File: src/rtl/pwm_dir_bias_pkg.sv
// Package: shared types for the two-mode PWM generator.
// Assumes: nothing beyond IEEE 1800-2017.
package pwm_dir_bias_pkg;

    // Selects how the clamped command becomes a duty reference.
    typedef enum logic {
        MODE_DIR  = 1'b0,
        MODE_BIAS = 1'b1
    } drive_mode_e;

endpackage

File: src/rtl/pwm_cmd_clamp.sv
// Module: clamps a signed 32-bit command into the signed RES_W-bit range.
// Assumes: 2 <= RES_W <= 31; purely combinational.
module pwm_cmd_clamp #(
    parameter int RES_W = 8
) (
    input  logic signed [31:0]      cmd_i,
    output logic        [RES_W-1:0] sat_o
);
    localparam logic signed [31:0] LIM_HI = (32'sd1 <<< (RES_W - 1)) - 32'sd1;
    localparam logic signed [31:0] LIM_LO = -(32'sd1 <<< (RES_W - 1));

    logic signed [31:0] held;

    // Pick the limit when the command leaves the representable range.
    always_comb begin
        if (cmd_i > LIM_HI)      held = LIM_HI;
        else if (cmd_i < LIM_LO) held = LIM_LO;
        else                     held = cmd_i;
    end

    assign sat_o = held[RES_W-1:0];
endmodule

File: src/rtl/pwm_ref_map.sv
// Module: maps the clamped command to a duty reference and a sign flag.
// Assumes: sat_i is two's complement over RES_W bits; combinational.
module pwm_ref_map
    import pwm_dir_bias_pkg::*;
#(
    parameter int RES_W = 8
) (
    input  logic [RES_W-1:0] sat_i,
    input  drive_mode_e      mode_i,
    output logic [RES_W-1:0] ref_o,
    output logic             neg_o
);
    localparam logic [RES_W-1:0] HALF    = {1'b1, {(RES_W-1){1'b0}}};
    localparam logic [RES_W-1:0] MAG_MAX = {1'b0, {(RES_W-1){1'b1}}};

    logic [RES_W-1:0] mag;
    logic [RES_W-1:0] ref_dir;
    logic [RES_W-1:0] ref_bias;

    assign neg_o = sat_i[RES_W-1];

    // Magnitude of the clamped value, limited to the positive maximum.
    always_comb begin
        mag = neg_o ? (~sat_i + 1'b1) : sat_i;
        if (mag[RES_W-1]) mag = MAG_MAX;
    end

    // Direction mode doubles the magnitude to span the full period.
    assign ref_dir  = {mag[RES_W-2:0], 1'b0};
    // Bias mode shifts the signed value up by half scale.
    assign ref_bias = sat_i + HALF;

    // Choose the reference belonging to the selected mode.
    always_comb begin
        ref_o = (mode_i == MODE_BIAS) ? ref_bias : ref_dir;
    end
endmodule

File: src/rtl/pwm_period_ctr.sv
// Module: free-running RES_W-bit period counter with a wrap flag.
// Assumes: synchronous active-low reset clears the count to zero.
module pwm_period_ctr #(
    parameter int RES_W = 8
) (
    input  logic             clk,
    input  logic             rst_n,
    output logic [RES_W-1:0] cnt_o,
    output logic             wrap_o
);
    logic [RES_W-1:0] cnt_q;

    // Advance once per clock, wrapping naturally at 2^RES_W.
    always_ff @(posedge clk) begin
        if (!rst_n) cnt_q <= '0;
        else        cnt_q <= cnt_q + 1'b1;
    end

    assign cnt_o  = cnt_q;
    assign wrap_o = &cnt_q;
endmodule

File: src/rtl/pwm_dir_bias_gen.sv
// Module: top of the two-mode saturating PWM generator.
// Assumes: rst_n low on the first clock edge; 2 <= RES_W <= 31.
// The reference and the direction lines reload only at the period wrap.
module pwm_dir_bias_gen
    import pwm_dir_bias_pkg::*;
#(
    parameter int RES_W = 8
) (
    input  logic        clk,
    input  logic        rst_n,
    input  logic [31:0] cmd_in,
    input  logic        mode_sel,
    output logic        pwm_out,
    output logic        dir_fwd,
    output logic        dir_rev
);
    logic [RES_W-1:0] sat;
    logic [RES_W-1:0] ref_next;
    logic             neg_next;
    logic [RES_W-1:0] cnt_q;
    logic             wrap;
    logic [RES_W-1:0] ref_q;
    logic             armed;
    logic             fwd_q;
    logic             rev_q;
    drive_mode_e      mode;

    assign mode = drive_mode_e'(mode_sel);

    pwm_cmd_clamp #(.RES_W(RES_W)) u_clamp (
        .cmd_i (cmd_in),
        .sat_o (sat)
    );

    pwm_ref_map #(.RES_W(RES_W)) u_map (
        .sat_i  (sat),
        .mode_i (mode),
        .ref_o  (ref_next),
        .neg_o  (neg_next)
    );

    pwm_period_ctr #(.RES_W(RES_W)) u_ctr (
        .clk    (clk),
        .rst_n  (rst_n),
        .cnt_o  (cnt_q),
        .wrap_o (wrap)
    );

    // Take a new reference and direction only at the end of a period.
    always_ff @(posedge clk) begin
        if (!rst_n) begin
            ref_q <= '0;
            fwd_q <= 1'b0;
            rev_q <= 1'b0;
            armed <= 1'b0;
        end else if (wrap) begin
            ref_q <= ref_next;
            fwd_q <= ~neg_next;
            rev_q <= neg_next;
            armed <= 1'b1;
        end
    end

    assign pwm_out = (cnt_q < ref_q);
    assign dir_fwd = fwd_q;
    assign dir_rev = rev_q;
endmodule

File: config.mk
export PLATFORM = sky130hd
export DESIGN_NAME = pwm_dir_bias_gen
export DESIGN_NICKNAME = d
export VERILOG_FILES = /design/src/rtl/pwm_dir_bias_pkg.sv /design/src/rtl/pwm_cmd_clamp.sv /design/src/rtl/pwm_ref_map.sv /design/src/rtl/pwm_period_ctr.sv /design/src/rtl/pwm_dir_bias_gen.sv
export SDC_FILE = /design/constraint.sdc
export NUM_CORES = 1
export LEC_CHECK = 0
export ABC_AREA = 0
export BUFFER_PORTS_ARGS = -buffer_cell sky130_fd_sc_hd__buf_2
export CAP_MARGIN = 5
export CORE_MARGIN = 4
export CORE_UTILIZATION = 42
export CTS_CLUSTER_DIAMETER = 200
export CTS_CLUSTER_SIZE = 10
export DETAILED_ROUTE_END_ITERATION = 10
export PLACE_DENSITY_LB_ADDON = 0.1
export SYNTH_ARGS = -nofsm -noshare
export SYNTH_HDL_FRONTEND = slang
export SYNTH_SLANG_ARGS = --single-unit
File: constraint.sdc
create_clock -name clk -period 2.4 [get_ports clk]
set_input_delay 0 -clock clk [delete_from_list [all_inputs] [get_ports clk]]
set_output_delay 0 -clock clk [all_outputs]
set_load 0.01 [all_outputs]
==> key figures <==
Outcome
  • Status: finished clean

Floorplan
  • FP Rows: 20
  • Core Box Area: around 3000 um2
  • Die Span X: about 65 um
  • Die Area: 4193 um2
  • # IOs: 38
  • Initial Utilization: a little over two fifths
  • Die Span Y: roughly 65 um

GRT
  • M2 GR Usage: 29.50%
  • Vias in the first global route: 1431
  • Busiest grt layer: met2
  • Largest net degree at the start of global routing: 22
  • Gr ovfl total: 0
  • Initial antenna violation count: 0
  • Total track usage: about 17%
  • First-pass GRT wire length: 5802 um
  • GRT met1 Usage: a little over a fifth
  • Grt met3 use: about 4.5%

Logic synthesis
  • Area contributors post-synth: dfxtp_1, ha_1, nor4_1, nor2_1, xnor2_1
  • Syn_nets: approximately 220
  • Register area share after synthesis: 26.64%
  • Ys Warns: 0
  • Synthesized area: ~1400 um2
  • Top-area cell type share of the netlist area: around a quarter
  • Mapped Avg Cell Area: about 8 um2
  • Unique masters post-synth: 43
  • Yosys reg bits: 18
  • Commonest cells in the netlist: dfxtp_1, nor2_1, nand2_1, nor4_1, o21ai_0
  • EDFF count, synth: 0
  • Top-count cell post-synth: dfxtp_1
  • Post-synth ARST share: 0%
  • Syn Inst Count: between 150 and 200
  • Top_reg_cell synth: dfxtp_1
  • Largest area contributor in the netlist: dfxtp_1

Critical path
  • Startpoint types: flip-flop
  • Critical Path Source: u_ctr.cnt_o[0]
  • CP endpoint kind: flip-flop
  • Slowest cell delay on critical path: roughly 0.41 ns
  • Bufs and invs on worst path: 0
  • CP delay by family, top: simple AND/OR/NAND/NOR gates
  • Crit path cell chain: ha_1, nand3_1, nor2_4, nor2b_1, nand2_1, a22o_1, a31oi_1
  • Crit Path Category: flip-flop to flip-flop
  • Critical path arrival: approximately 2.1 ns
  • Req. time, crit path: around 2.6 ns
  • CP max FO: 9
  • Reg2reg start: u_ctr.cnt_o[0]
  • CP max-delay cell: nor2b_1

Clock tree
  • Clock sink count: 18
  • Root Driver: clkbuf_4
  • Post-CTS resize count: 0
  • CTS tree: done
  • Clock Pin Slew Worst Setup and Hold Paths: around 0.1 ns
  • # hold bufs at CTS: 0
  • # Post-CTS Setup Buffers: 0
  • Maximum level of the CTS H-tree: 1
  • Clock buffer depth: 2
  • CTS Buf Count: 3
  • Worst-skew pair later-pin latency: 0.29 ns

Power and ir drop
  • Peak supply drop: 0.2595 mV
  • Final Power: around 0.59 mW
  • PD cells: between 300 and 400 nW/um2
  • Leak: roughly 0.6 nW

STA
  • Fin crit period: about 1.9 ns
  • Tcrit/Tclk final: slightly below 80%
  • Final hold violations: 0
  • Clock Skews: roughly 0.0016 ns
  • RSZ-0062 raised after global routing: false
  • Setup TNS: 0 ns
  • Pins Over Slew Limit: 0
  • Max-Slew Margin vs Limit: between 60% and 70%
  • Least-Margin Pin Slew: between 0.4 and 0.5 ns
  • Max Fclk: approximately 0.53 GHz
  • Final setup fails: 0

Drt
  • Via Count: ~1400
  • Vias per cell: 5.584
  • # DRC: 0
  • Routed wire length: 3199 um
  • 1st-iter DRT viols: 57
  • Post-DRT Antenna Nets: 0
  • 1st-pass router iterations: 4
  • Routed WL per cell: around 13 um

Place
  • Detailed placement HPWL: around 2600 um
  • PortBufs: 37
  • Routability cong.: 0.8150

Hold path
  • Min-delay src: rst_n
  • Hold crit path type: input pin to flip-flop

Finish
  • Net count reported at finish: about 250
  • Layout fillers: between 300 and 400
  • N_diodes: 0
  • P&R area growth vs syn: 17.48%
  • Share of cells above drive strength 1: about a quarter

Run
  • Max capacitance violation total: 0
## final cells by class
type | instances | area (um2) | share of cell area [%]
tap | 44 | 55.05 | 3.465
multi-input combinational | 139 | 922.1 | 58.03
inverter | 8 | 30.03 | 1.890
sequential | 18 | 360.3 | 22.68
clock buffer | 4 | 36.28 | 2.283
timing repair buffer | 37 | 185.2 | 11.65
## layout by cell type, fill, tap and decap left out, types with 5 or more instances in the layout
| cell | instances |
|---|---|
| a21boi_0 | 5 |
| a22o_1 | 5 |
| and2_1 | 6 |
| buf_2 | 37 |
| dfxtp_1 | 18 |
| ha_1 | 9 |
| inv_1 | 8 |
| nand2_1 | 12 |
| nand3_1 | 9 |
| nand4_1 | 7 |
| nor2_1 | 16 |
| nor3_1 | 7 |
| nor4_1 | 10 |
| o21ai_0 | 10 |
| xnor2_1 | 6 |
## logic make-up after synthesis
kind of cell	after synthesis	share of synthesized area [%]
AOI/OAI and AO/OA	37	19.24
xor gates and xnor gates	8	5.181
adders and majority gates	9	8.326
buffers and inverters	16	5.181
DFF	18	26.64
muxes	1	0.8325
and+or+nand+nor	84	34.60
## report_power, final
part / switching [mW] / internal [mW] / total (mW)
clock network: 0.0918 / 0.0924 / 0.184
logic: 0.0566 / 0.0462 / 0.103
registers: 0.00475 / 0.303 / 0.308
## per-layer routing
metal,routed length [um],share of wire [%]
met1,1485,46
met2,1544,48
met3,159,5.0
met4,10,0.31
met5,0,0
## per-stage QoR
stage                     worst slack (ns)  std cells  util, %  area [um2]  hold slack (ns)
after detailed placement            0.3324        246    50.45        1553           0.3654
after global routing                0.2765        250    51.63        1589          0.05617
after floorplan                     0.6734        173        -        1353           0.1435
after CTS                           0.4806        250    51.63        1589          0.04827
final                               0.5030        250    51.63        1589          0.05645
after global placement              0.3809        246    50.45        1553           0.3612
## registers in the layout (all words and copies together), names as in the netlist
signal	cells
u_ctr.cnt_o	8
dir_rev	1
dir_fwd	1
ref_q	8
## worst paths after layout
| path | to | slack (ns) | cells past startpoint |
|---|---|---|---|
| min | dir_fwd | 0.06 | 2 |
| max reg2reg | ref_q[1] | 0.50 | 7 |
| max | ref_q[1] | 0.50 | 7 |
| min reg2reg | u_ctr.cnt_o[0] | 0.47 | 1 |
## worst register-to-register path: stages (launching register included)
cell and delay [ns]:
dfxtp_1 0.34, ha_1 0.27, nand3_1 0.20, nor2_4 0.09
nor2b_1 0.41, nand2_1 0.14, a22o_1 0.25, a31oi_1 0.14
No activity file was read; power rests on OpenSTA's default activity.
